<file path="src/rtl/md5_pkg.sv">
package md5_pkg;
  localparam int WORD_W  = 32;
  localparam int STATE_W = 4 * WORD_W;
  localparam int STEPS   = 64;
  localparam int STEP_W  = $clog2(STEPS);
  localparam int IDX_W   = 4;

  localparam logic [STATE_W-1:0] IV_WORDS =
    {32'h67452301, 32'hEFCDAB89, 32'h98BADCFE, 32'h10325476};

  typedef logic [WORD_W-1:0] word_t;

  // Round function, selected by the round number (0..3)
  function automatic word_t mix_fn(input logic [1:0] rnd, input word_t x, input word_t y, input word_t z);
    case (rnd)
      2'd0:    return (x & y) | (~x & z);
      2'd1:    return (x & z) | (y & ~z);
      2'd2:    return x ^ y ^ z;
      default: return y ^ (x | ~z);
    endcase
  endfunction

  // Message word index for a step
  function automatic logic [IDX_W-1:0] word_sel(input logic [STEP_W-1:0] st);
    logic [IDX_W-1:0] j;
    j = st[IDX_W-1:0];
    case (st[5:4])
      2'd0:    return j;
      2'd1:    return 4'd1 + {j[1:0], 2'b00} + j;
      2'd2:    return 4'd5 + {j[2:0], 1'b0} + j;
      default: return {j[0], 3'b000} - j;
    endcase
  endfunction

  // Rotate amount for a step
  function automatic logic [4:0] rot_amt(input logic [STEP_W-1:0] st);
    case ({st[5:4], st[1:0]})
      4'h0: return 5'd7;   4'h1: return 5'd12;  4'h2: return 5'd17;  4'h3: return 5'd22;
      4'h4: return 5'd5;   4'h5: return 5'd9;   4'h6: return 5'd14;  4'h7: return 5'd20;
      4'h8: return 5'd4;   4'h9: return 5'd11;  4'hA: return 5'd16;  4'hB: return 5'd23;
      4'hC: return 5'd6;   4'hD: return 5'd10;  4'hE: return 5'd15;  default: return 5'd21;
    endcase
  endfunction

  function automatic word_t rotl(input word_t x, input logic [4:0] s);
    return (x << s) | (x >> (6'd32 - {1'b0, s}));
  endfunction

  // Additive constant for a step: floor(2^32*|sin(step+1)|)
  function automatic word_t sine_k(input logic [STEP_W-1:0] st);
    case (st)
      6'd0:  return 32'hd76aa478; 6'd1:  return 32'he8c7b756; 6'd2:  return 32'h242070db; 6'd3:  return 32'hc1bdceee;
      6'd4:  return 32'hf57c0faf; 6'd5:  return 32'h4787c62a; 6'd6:  return 32'ha8304613; 6'd7:  return 32'hfd469501;
      6'd8:  return 32'h698098d8; 6'd9:  return 32'h8b44f7af; 6'd10: return 32'hffff5bb1; 6'd11: return 32'h895cd7be;
      6'd12: return 32'h6b901122; 6'd13: return 32'hfd987193; 6'd14: return 32'ha679438e; 6'd15: return 32'h49b40821;
      6'd16: return 32'hf61e2562; 6'd17: return 32'hc040b340; 6'd18: return 32'h265e5a51; 6'd19: return 32'he9b6c7aa;
      6'd20: return 32'hd62f105d; 6'd21: return 32'h02441453; 6'd22: return 32'hd8a1e681; 6'd23: return 32'he7d3fbc8;
      6'd24: return 32'h21e1cde6; 6'd25: return 32'hc33707d6; 6'd26: return 32'hf4d50d87; 6'd27: return 32'h455a14ed;
      6'd28: return 32'ha9e3e905; 6'd29: return 32'hfcefa3f8; 6'd30: return 32'h676f02d9; 6'd31: return 32'h8d2a4c8a;
      6'd32: return 32'hfffa3942; 6'd33: return 32'h8771f681; 6'd34: return 32'h6d9d6122; 6'd35: return 32'hfde5380c;
      6'd36: return 32'ha4beea44; 6'd37: return 32'h4bdecfa9; 6'd38: return 32'hf6bb4b60; 6'd39: return 32'hbebfbc70;
      6'd40: return 32'h289b7ec6; 6'd41: return 32'heaa127fa; 6'd42: return 32'hd4ef3085; 6'd43: return 32'h04881d05;
      6'd44: return 32'hd9d4d039; 6'd45: return 32'he6db99e5; 6'd46: return 32'h1fa27cf8; 6'd47: return 32'hc4ac5665;
      6'd48: return 32'hf4292244; 6'd49: return 32'h432aff97; 6'd50: return 32'hab9423a7; 6'd51: return 32'hfc93a039;
      6'd52: return 32'h655b59c3; 6'd53: return 32'h8f0ccc92; 6'd54: return 32'hffeff47d; 6'd55: return 32'h85845dd1;
      6'd56: return 32'h6fa87e4f; 6'd57: return 32'hfe2ce6e0; 6'd58: return 32'ha3014314; 6'd59: return 32'h4e0811a1;
      6'd60: return 32'hf7537e82; 6'd61: return 32'hbd3af235; 6'd62: return 32'h2ad7d2bb; default: return 32'heb86d391;
    endcase
  endfunction
endpackage

</file>
<file path="src/rtl/md5_rst_sync.sv">
module md5_rst_sync #(
  parameter int STAGES = 2
) (
  input  logic clk,
  input  logic rst_n,
  output logic rst_sync_n
);
  logic [STAGES-1:0] chain_q;

  always_ff @(posedge clk or negedge rst_n) begin
    if (!rst_n) chain_q <= '0;
    else        chain_q <= {chain_q[STAGES-2:0], 1'b1};
  end

  assign rst_sync_n = chain_q[STAGES-1];
endmodule

</file>
<file path="src/rtl/md5_seq.sv">
module md5_seq
  import md5_pkg::*;
(
  input  logic              clk,
  input  logic              rst_n,
  input  logic              start,
  output logic              load,
  output logic              advance,
  output logic              last,
  output logic [STEP_W-1:0] step,
  output logic              busy,
  output logic              done
);
  localparam logic [STEP_W-1:0] LAST_STEP = STEP_W'(STEPS - 1);

  logic              busy_q, busy_d, done_q, done_d;
  logic [STEP_W-1:0] step_q, step_d;

  always_comb begin
    load    = start & ~busy_q;
    advance = busy_q;
    last    = busy_q & (step_q == LAST_STEP);
    busy_d  = busy_q;
    step_d  = step_q;
    done_d  = last;
    if (load) begin
      busy_d = 1'b1;
      step_d = '0;
    end else if (advance) begin
      step_d = step_q + 1'b1;
      if (last) busy_d = 1'b0;
    end
  end

  always_ff @(posedge clk or negedge rst_n) begin
    if (!rst_n) begin
      busy_q <= 1'b0;
      step_q <= '0;
      done_q <= 1'b0;
    end else begin
      busy_q <= busy_d;
      step_q <= step_d;
      done_q <= done_d;
    end
  end

  assign step = step_q;
  assign busy = busy_q;
  assign done = done_q;
endmodule

</file>
<file path="src/rtl/md5_step_dp.sv">
module md5_step_dp
  import md5_pkg::*;
(
  input  logic [STEP_W-1:0]  step,
  input  logic [STATE_W-1:0] work_in,
  input  logic [WORD_W-1:0]  msg_word,
  output logic [IDX_W-1:0]   word_idx,
  output logic [STATE_W-1:0] work_out
);
  word_t a, b, c, d, f, sum, rot;

  always_comb begin
    {a, b, c, d} = work_in;
    f        = mix_fn(step[5:4], b, c, d);
    sum      = a + f + msg_word + sine_k(step);
    rot      = rotl(sum, rot_amt(step));
    work_out = {d, b + rot, b, c};
    word_idx = word_sel(step);
  end
endmodule

</file>
<file path="src/rtl/md5_iter_core.sv">
module md5_iter_core
  import md5_pkg::*;
(
  input  logic         clk,
  input  logic         rst_n,
  input  logic         start,
  input  logic         init,
  input  logic [127:0] chain_in,
  output logic [3:0]   msg_word_idx,
  input  logic [31:0]  msg_word,
  output logic         busy,
  output logic         done,
  output logic [127:0] chain_out
);
  logic               rst_sync_n;
  logic               load, advance, last;
  logic [STEP_W-1:0]  step_cnt;
  logic [STATE_W-1:0] work_q, work_d, save_q, save_d, out_q, out_d;
  logic [STATE_W-1:0] step_res, load_val, final_sum;

  md5_rst_sync #(.STAGES(2)) u_rst (
    .clk(clk), .rst_n(rst_n), .rst_sync_n(rst_sync_n)
  );

  md5_seq u_seq (
    .clk(clk), .rst_n(rst_sync_n), .start(start),
    .load(load), .advance(advance), .last(last),
    .step(step_cnt), .busy(busy), .done(done)
  );

  md5_step_dp u_dp (
    .step(step_cnt), .work_in(work_q), .msg_word(msg_word),
    .word_idx(msg_word_idx), .work_out(step_res)
  );

  // Word-wise feed-forward of the saved chaining value
  for (genvar w = 0; w < 4; w++) begin : g_ff
    assign final_sum[w*WORD_W +: WORD_W] =
      save_q[w*WORD_W +: WORD_W] + step_res[w*WORD_W +: WORD_W];
  end

  always_comb begin
    load_val = init ? IV_WORDS : chain_in;
    work_d   = work_q;
    save_d   = save_q;
    out_d    = out_q;
    if (load) begin
      work_d = load_val;
      save_d = load_val;
    end else if (advance) begin
      work_d = step_res;
    end
    if (last) out_d = final_sum;
  end

  always_ff @(posedge clk or negedge rst_sync_n) begin
    if (!rst_sync_n) begin
      work_q <= '0;
      save_q <= '0;
      out_q  <= '0;
    end else begin
      if (load | advance) work_q <= work_d;
      if (load)           save_q <= save_d;
      if (last)           out_q  <= out_d;
    end
  end

  assign chain_out = out_q;
endmodule

</file>
<file path="config.mk">
export PLATFORM = sky130hd
export DESIGN_NAME = md5_iter_core
export DESIGN_NICKNAME = d
export VERILOG_FILES = /design/src/rtl/md5_pkg.sv /design/src/rtl/md5_rst_sync.sv /design/src/rtl/md5_seq.sv /design/src/rtl/md5_step_dp.sv /design/src/rtl/md5_iter_core.sv
export SDC_FILE = /design/constraint.sdc
export NUM_CORES = 2
export LEC_CHECK = 0
export CAP_MARGIN = 25
export CORE_UTILIZATION = 45
export CTS_CLUSTER_SIZE = 10
export DETAILED_ROUTE_END_ITERATION = 7
export DONT_BUFFER_PORTS = 1
export GPL_TIMING_DRIVEN = 0
export PLACE_DENSITY = 0.72
export SYNTH_ARGS = -nofsm -noshare
export SYNTH_HDL_FRONTEND = slang
export SYNTH_SLANG_ARGS = --single-unit
</file>
<file path="constraint.sdc">
create_clock -name clk -period 30.8 [get_ports clk]
set_input_delay 0 -clock clk [delete_from_list [all_inputs] [get_ports clk]]
set_output_delay 0 -clock clk [all_outputs]
set_load 0.01 [all_outputs]
</file>
# [Word-level counts from Yosys, hierarchy flattened]
# Memory sizes are Yosys's and may differ from the RTL's.
# Cells that the tools add are included.
[totals] mem_bits_ro=2128 word_cells=59 in_bits=164 out_inout_bits=134 reg_bits=394 n_memories=2
[mem_list] name="(name not given)" words=64 width=32 read_ports=1 rd_clocked_by_memory_dff=0 write_ports=0 line_no="md5_pkg.sv:51" text="case (st)"
[mem_list] name="(name not given)" words=16 width=5 read_ports=1 rd_clocked_by_memory_dff=0 write_ports=0 line_no="md5_pkg.sv:37" text="case ({st[5:4], st[1:0]})"
[op_classes] n_shift=2 mux=10 bitwise=17 eq_ne=3 add_sub_neg=15 reduce_logical=3
[ops] cell="$mux 128" n=3
[ops] cell="$add 32x32->32" n=8
[ops] cell="$and 32x32->32" n=4
[ops] cell="$or 32x32->32" n=4
[ops] cell="$pmux 32 s3" n=1
[ops] cell="$xor 32x32->32" n=3
[ops] cell="$not 32->32" n=2
[ops] cell="$shl 32x5->32" n=1
[ops] cell="$shr 32x6->32" n=1
[ops] cell="$mux 6" n=2
[ops] cell="$pmux 4 s3" n=1
[ops] cell="$add 4x4->4" n=2
[ops] cell="$add 6x1->6 const B" n=1
[ops] cell="$eq 6x6->1 const B" n=1
[ops] cell="$sub 6x5->6 const A" n=1
[ops] cell="$add 1x4->4 const A" n=1
[ops] cell="$add 3x4->4 const A" n=1
[ops] cell="$sub 4x4->4" n=1
[ops] cell="$mux 1" n=3
[ops] cell="$and 1x1->1" n=2
[ops] cell="$eq 2x1->1 const B" n=1
[ops] cell="$eq 2x2->1 const B" n=1
[ops] cell="$logic_not 2->1" n=1
[ops] cell="$reduce_and 2->1" n=1
[ops] cell="3 further kinds" n=3

# [Depth between registers and ports, before layout]
[depth] word_depth=12 depth_mapped=57 depth_no_buf=53

# [Modules after synthesis]
# From an unflattened synthesis, not the netlist that was laid out.
[unflattened] hier_cells=4250 hier_area_um2=36312.3
[by_module_without_submodules] mod="md5_iter_core" seq_area_each_um2=9609.2 instances=1 area_per_inst_um2=21768.4 cells_each=2065
[by_module_without_submodules] mod="md5_step_dp" seq_area_each_um2=0.0 instances=1 area_per_inst_um2=14119.8 cells_each=2148
[by_module_without_submodules] mod="md5_seq" seq_area_each_um2=200.2 instances=1 area_per_inst_um2=370.4 cells_each=34
[by_module_without_submodules] mod="md5_rst_sync" seq_area_each_um2=50.0 instances=1 area_per_inst_um2=53.8 cells_each=3

# [Least setup slack after synthesis]
# OpenSTA, ideal clock, no wires.
[synth_timing] path_kind="register -> register" from="register u_seq.step_q[0], in the netlist u_seq.step[0]" to="register out_q[95], in the netlist chain_out[95]" setup_ps=129 arrival_time_ps=10691 path_stages_with_launch=56 setup_slack_ps=19980 required_ps=30671 synth_period_minus_slack_ps=10820 n_path_buf=4 cell_sequence="dfrtp_1 > clkbuf_1 > clkinv_1 > ha_1 > clkbuf_1 > clkbuf_1 > nand2_1 > clkbuf_1 > o2111ai_1 > o21ai_0 > a221o_1 > fa_1 > inv_1 > fa_1 > ha_1 > inv_1 > fa_1 > nand2b_1 > [20 not listed] > nand2_1 > nand2_1 > o21ai_0 > nor2b_1 > xnor2_1 > ha_1 > a21oi_1 > o21ai_0 > a21o_1 > a221o_1 > a211oi_1 > or3_1 > a31oi_1 > o21ai_0 > nand2b_1 > xnor2_1 > xnor2_1 > o21ai_1"
[synth_via] elab_chain_cells=6 word_cells_on_any_way=11 cone_classes="add/sub (4); eq/ne (1); shift (2); bitwise (2); memory (2)"
[synth_rtl] item="from (decl)" line_no="md5_seq.sv:17" text="logic [STEP_W-1:0] step_q, step_d;"
[synth_rtl] item="from (signal assigned)" line_no="md5_seq.sv:42" text="step_q <= step_d;"
[synth_rtl] item="$mem_v2 64x32 / $mem_v2 16x5 (equally long branches)"
[synth_rtl] item="$add 32x32->32 / $sub 6x5->6 (equally long branches)" line_no="md5_step_dp.sv:15, md5_pkg.sv:46"
[synth_rtl] item="$shr 32x6->32 / $shl 32x5->32 (equally long branches)" line_no="md5_pkg.sv:46" text="return (x << s) | (x >> (6'd32 - {1'b0, s}));"
[synth_rtl] item="$or 32x32->32" line_no="md5_pkg.sv:46"
[synth_rtl] item="$add 32x32->32" line_no="md5_step_dp.sv:17" text="work_out = {d, b + rot, b, c};"
[synth_rtl] item="$add 32x32->32" line_no="md5_iter_core.sv:39" text="save_q[w*WORD_W +: WORD_W] + step_res[w*WORD_W +: WORD_W];"
[synth_rtl] item="to (signal assigned)" line_no="md5_iter_core.sv:64" text="if (last) out_q <= out_d;"
[synth_rtl] item="to (decl)" line_no="md5_iter_core.sv:18" text="logic [STATE_W-1:0] work_q, work_d, save_q, save_d, out_q, out_d;"
# Several ways; a longest one is shown, not always the timed one.
# A chain may end at the register's enable or synchronous reset.

# [Final worst setup path]
# Same ends and word-level chain as after synthesis.

==> metrics <==
status=complete, but fails checks; failing checks=DRC; sequential area share after synthesis=27.96%; CTS tree=yes; first-pass GRT wire length=about 240 mm; effective utilization at floorplan=about 46%; CTS Buf Count=46; #FFs+latches synth=between 300 and 400; RSZ-0062 raised after global routing=no; vias after detailed routing=between 30k and 40k; mapped cell area=35,260 µm²; CP delay by family, top=compound AO/OA/AOI/OAI gates; minimum clock period=16.61 ns; final WL=roughly 170 mm; vias per cell=roughly 6.6; CP max FO=15; Pins Over Slew Limit=0; Root Driver=clkbuf_16; CP startpoint kind=register; Ys Warns=0; total core area=between 70,000 and 80,000 µm²; max cap viols=0; Clk Latency, worst-skew pair=0.61 ns; first-pass detailed-route iteration total=8; Clock Sinks=slightly below 400; Seq. cell area=between 9000 and 10,000 µm²; Crit Path Class=register to register; H-tree levels=2; CP arrival=17.03 ns; crit end category=register; Post-DRT Antenna Nets=0; CP startpoint=u_seq.step[0]$_DFFE_PN0P_; Slew @ Worst Pin=1.226 ns; remaining routing DRC violations=2; number of global-route vias before repair=35.49k; CTS Buffer Depth=3; HPWL after detailed placement=between 100 and 150 mm; average routed wire per standard cell=between 20 and 30 µm; Post-CTS Resized=0; Slew headroom=between 10% and 20%; IO Port Bufs=0; I/O pins=298; Worst R2R Path Depth=56; post-synthesis cell count=between 4k and 5k; Overall Global Routing Usage=41.99%; predominant post-synthesis flop cell=dfrtp_1; proportion of layout cells with a drive suffix above 1=4.554%; skew final=approximately 0.043 ns; initial antenna violation count=15; area of the multi-input gates=around 23,000 µm²; Final nets=approximately 5.2k; Synth cell types=92; setup_tns=0 ns; # rows=between 100 and 150; setup bufs post-CTS=0; Worst EP required=between 30 and 40 ns; Crit-path slowest cell=clkinv_1; GRT Residual Overflow=0; Hold Buf Count CTS=130; synthesis-to-layout area growth=12.26%; Hold Path Class=register to async pin; Die Wd=around 280 µm; Die Y=between 200 and 300 µm; die area=approximately 79,000 µm²; Bufs and invs on worst path=8; number of DRC markers in iteration 0=between 5k and 6k; syn nets=4,970; fin crit share=53.92%; fillers=~7.4k; slowest stage delay, CP=about 0.93 ns; worst r2r src=u_seq.step[0]$_DFFE_PN0P_; Max Clock Freq=around 0.060 GHz; gpl congestion=between 1 and 1.5; Reg clk slew, reported paths=roughly 0.060 ns; Mapped Avg Cell Area=7.791 µm²; final count of hold timing violations=0; Levels on crit path=between 50 and 60; Post-synth EDFFs=0; Setup-failing EPs final=0; Async SR Flop Fraction=100.0%; largest net degree at the start of global routing=71
-- worst paths after layout --
| check | endpoint | slack, ns |
|---|---|---|
| setup / recovery | chain_out[95]$_DFFE_PN0P_ | 14.19 |
| hold / removal | chain_out[9]$_DFFE_PN0P_ | 0.16 |
| setup reg to reg | chain_out[95]$_DFFE_PN0P_ | 14.19 |
| hold reg to reg | chain_out[9]$_DFFE_PN0P_ | 0.16 |
| max in group asynchronous | chain_out[86]$_DFFE_PN0P_ | 28.92 |
| min in group clk | save_q[120]$_DFFE_PN0P_ | 0.17 |
-- worst reg2reg max path, delay by kind of cell, from the launching register on --
kind / cells / cell delay (ns)
compound gates: 22 / 5.52
buf+inv: 8 / 3.56
fa+ha+maj: 8 / 3.42
simple gates: 12 / 1.86
xor+xnor: 4 / 1.05
flops: 1 / 0.59
mux: 2 / 0.44
-- layout make-up --
class	count	share of cell area [%]
multi-input cells	3608	59.11
flip-flops and latches	394	24.92
repair buffers	158	4.378
well taps	1040	3.287
clock buffers	55	3.069
plain buffers	277	2.721
inverters	247	2.342
clock inverters	4	0.1675
diodes	2	0.01264
-- Yosys cell counts (all sizes together), types with 7 or more instances --
master | number | share of area (%)
ha | 212 | 7.5
a211oi | 64 | 1.4
a311oi | 14 | 0.35
and2 | 16 | 0.30
a211o | 9 | 0.22
a21o | 85 | 1.8
nand3 | 82 | 1.2
nor3b | 13 | 0.28
a221oi | 9 | 0.32
xnor2 | 133 | 3.3
inv | 245 | 2.6
o311ai | 18 | 0.45
or3 | 20 | 0.38
a21oi | 338 | 4.9
o21ai | 598 | 8.5
nor2b | 29 | 0.51
a31oi | 40 | 0.71
mux2i | 128 | 3.6
and3 | 37 | 0.66
o221ai | 21 | 0.54
nand2b | 95 | 1.7
nand3b | 7 | 0.15
or2 | 9 | 0.16
clkbuf | 222 | 2.4
dfrtp | 394 | 28
nand2 | 695 | 7.4
xor2 | 62 | 1.5
nor3 | 107 | 1.6
nand4 | 17 | 0.30
o21bai | 22 | 0.47
nor2 | 312 | 3.3
fa | 68 | 3.9
o21a | 21 | 0.45
mux4 | 10 | 0.64
buf | 55 | 0.69
o22ai | 34 | 0.60
o311a | 14 | 0.40
o31ai | 46 | 0.98
a21boi | 17 | 0.36
mux2 | 73 | 2.3
o211ai | 50 | 1.1
-- per-stage QoR --
step                      setup slack [ns]  instance area [µm²]  cells  hold slack (ns)  util, %
after floorplan                      19.01                35260   4526          -0.2956        -
after global placement               14.29                36560   5566          -0.2955    47.20
after detailed placement             15.04                36920   5587          -0.2955    47.66
after CTS                            14.98                39510   5776           0.1493    51.00
after global routing                 13.91                39580   5784           0.1707    51.10
final                                14.19                39590   5785           0.1618    51.10
-- layout by cell type (no fill, tap or decap), types with 13 or more instances in the layout --
cell	netlist	layout
nor3b_1	13	13
or3_1	18	18
a21boi_0	15	15
o31ai_1	46	46
a21o_1	85	85
xor2_1	62	62
clkbuf_1	222	228
a31oi_1	40	40
nor3_1	106	106
o21bai_1	22	22
inv_1	243	243
a211oi_1	63	63
o21a_1	21	21
nand3_1	81	81
dlygate4sd3_1	0	131
fa_1	68	68
o21ai_0	588	588
nand4_1	17	17
nand2_1	695	695
ha_1	212	212
xnor2_1	133	133
nand2b_1	95	95
nor2b_1	29	29
a311oi_1	14	14
clkbuf_16	0	46
a21oi_1	333	333
o221ai_1	20	20
dfrtp_1	394	393
mux2_2	73	73
o211ai_1	50	50
o311a_1	14	14
nor2_1	312	312
buf_1	45	45
o22ai_1	34	34
mux2i_1	128	128
o311ai_0	17	17
and3_1	37	37
-- kinds of logic (layout without fill, tap and decap cells) --
logic type / count (synthesis) / in the layout / share of synthesized area (%)
mux: 211 / 211 / 6.603
fa+ha+maj: 281 / 281 / 11.41
compound gates: 1467 / 1467 / 25.28
simple gates: 1452 / 1452 / 18.15
other cells: 1 / 3 / 0.01063
xor+xnor: 196 / 196 / 4.907
buf+inv: 524 / 741 / 5.684
flops: 394 / 394 / 27.96
-- sequential cells by signal, indices dropped and copies added (netlist names) --
name           flops
chain_out        128
u_seq.advance      1
work_q           128
u_seq.done         1
u_rst.chain_q      2
u_seq.step         6
save_q           128
-- metal layers --
metal,vias to the layer above,GRT usage [%],part of all wire [%],wire length [µm]
li1,16385,-,-,-
met1,18374,53.42,38,65130
met2,2655,62.60,42,71340
met3,693,12.07,12,21320
met4,20,25.84,7.6,12980
met5,-,0,0.10,174
Power is left out: the tool's default activity adds up to more than one toggle a clock period on the data nets, which glitch-free logic cannot reach.
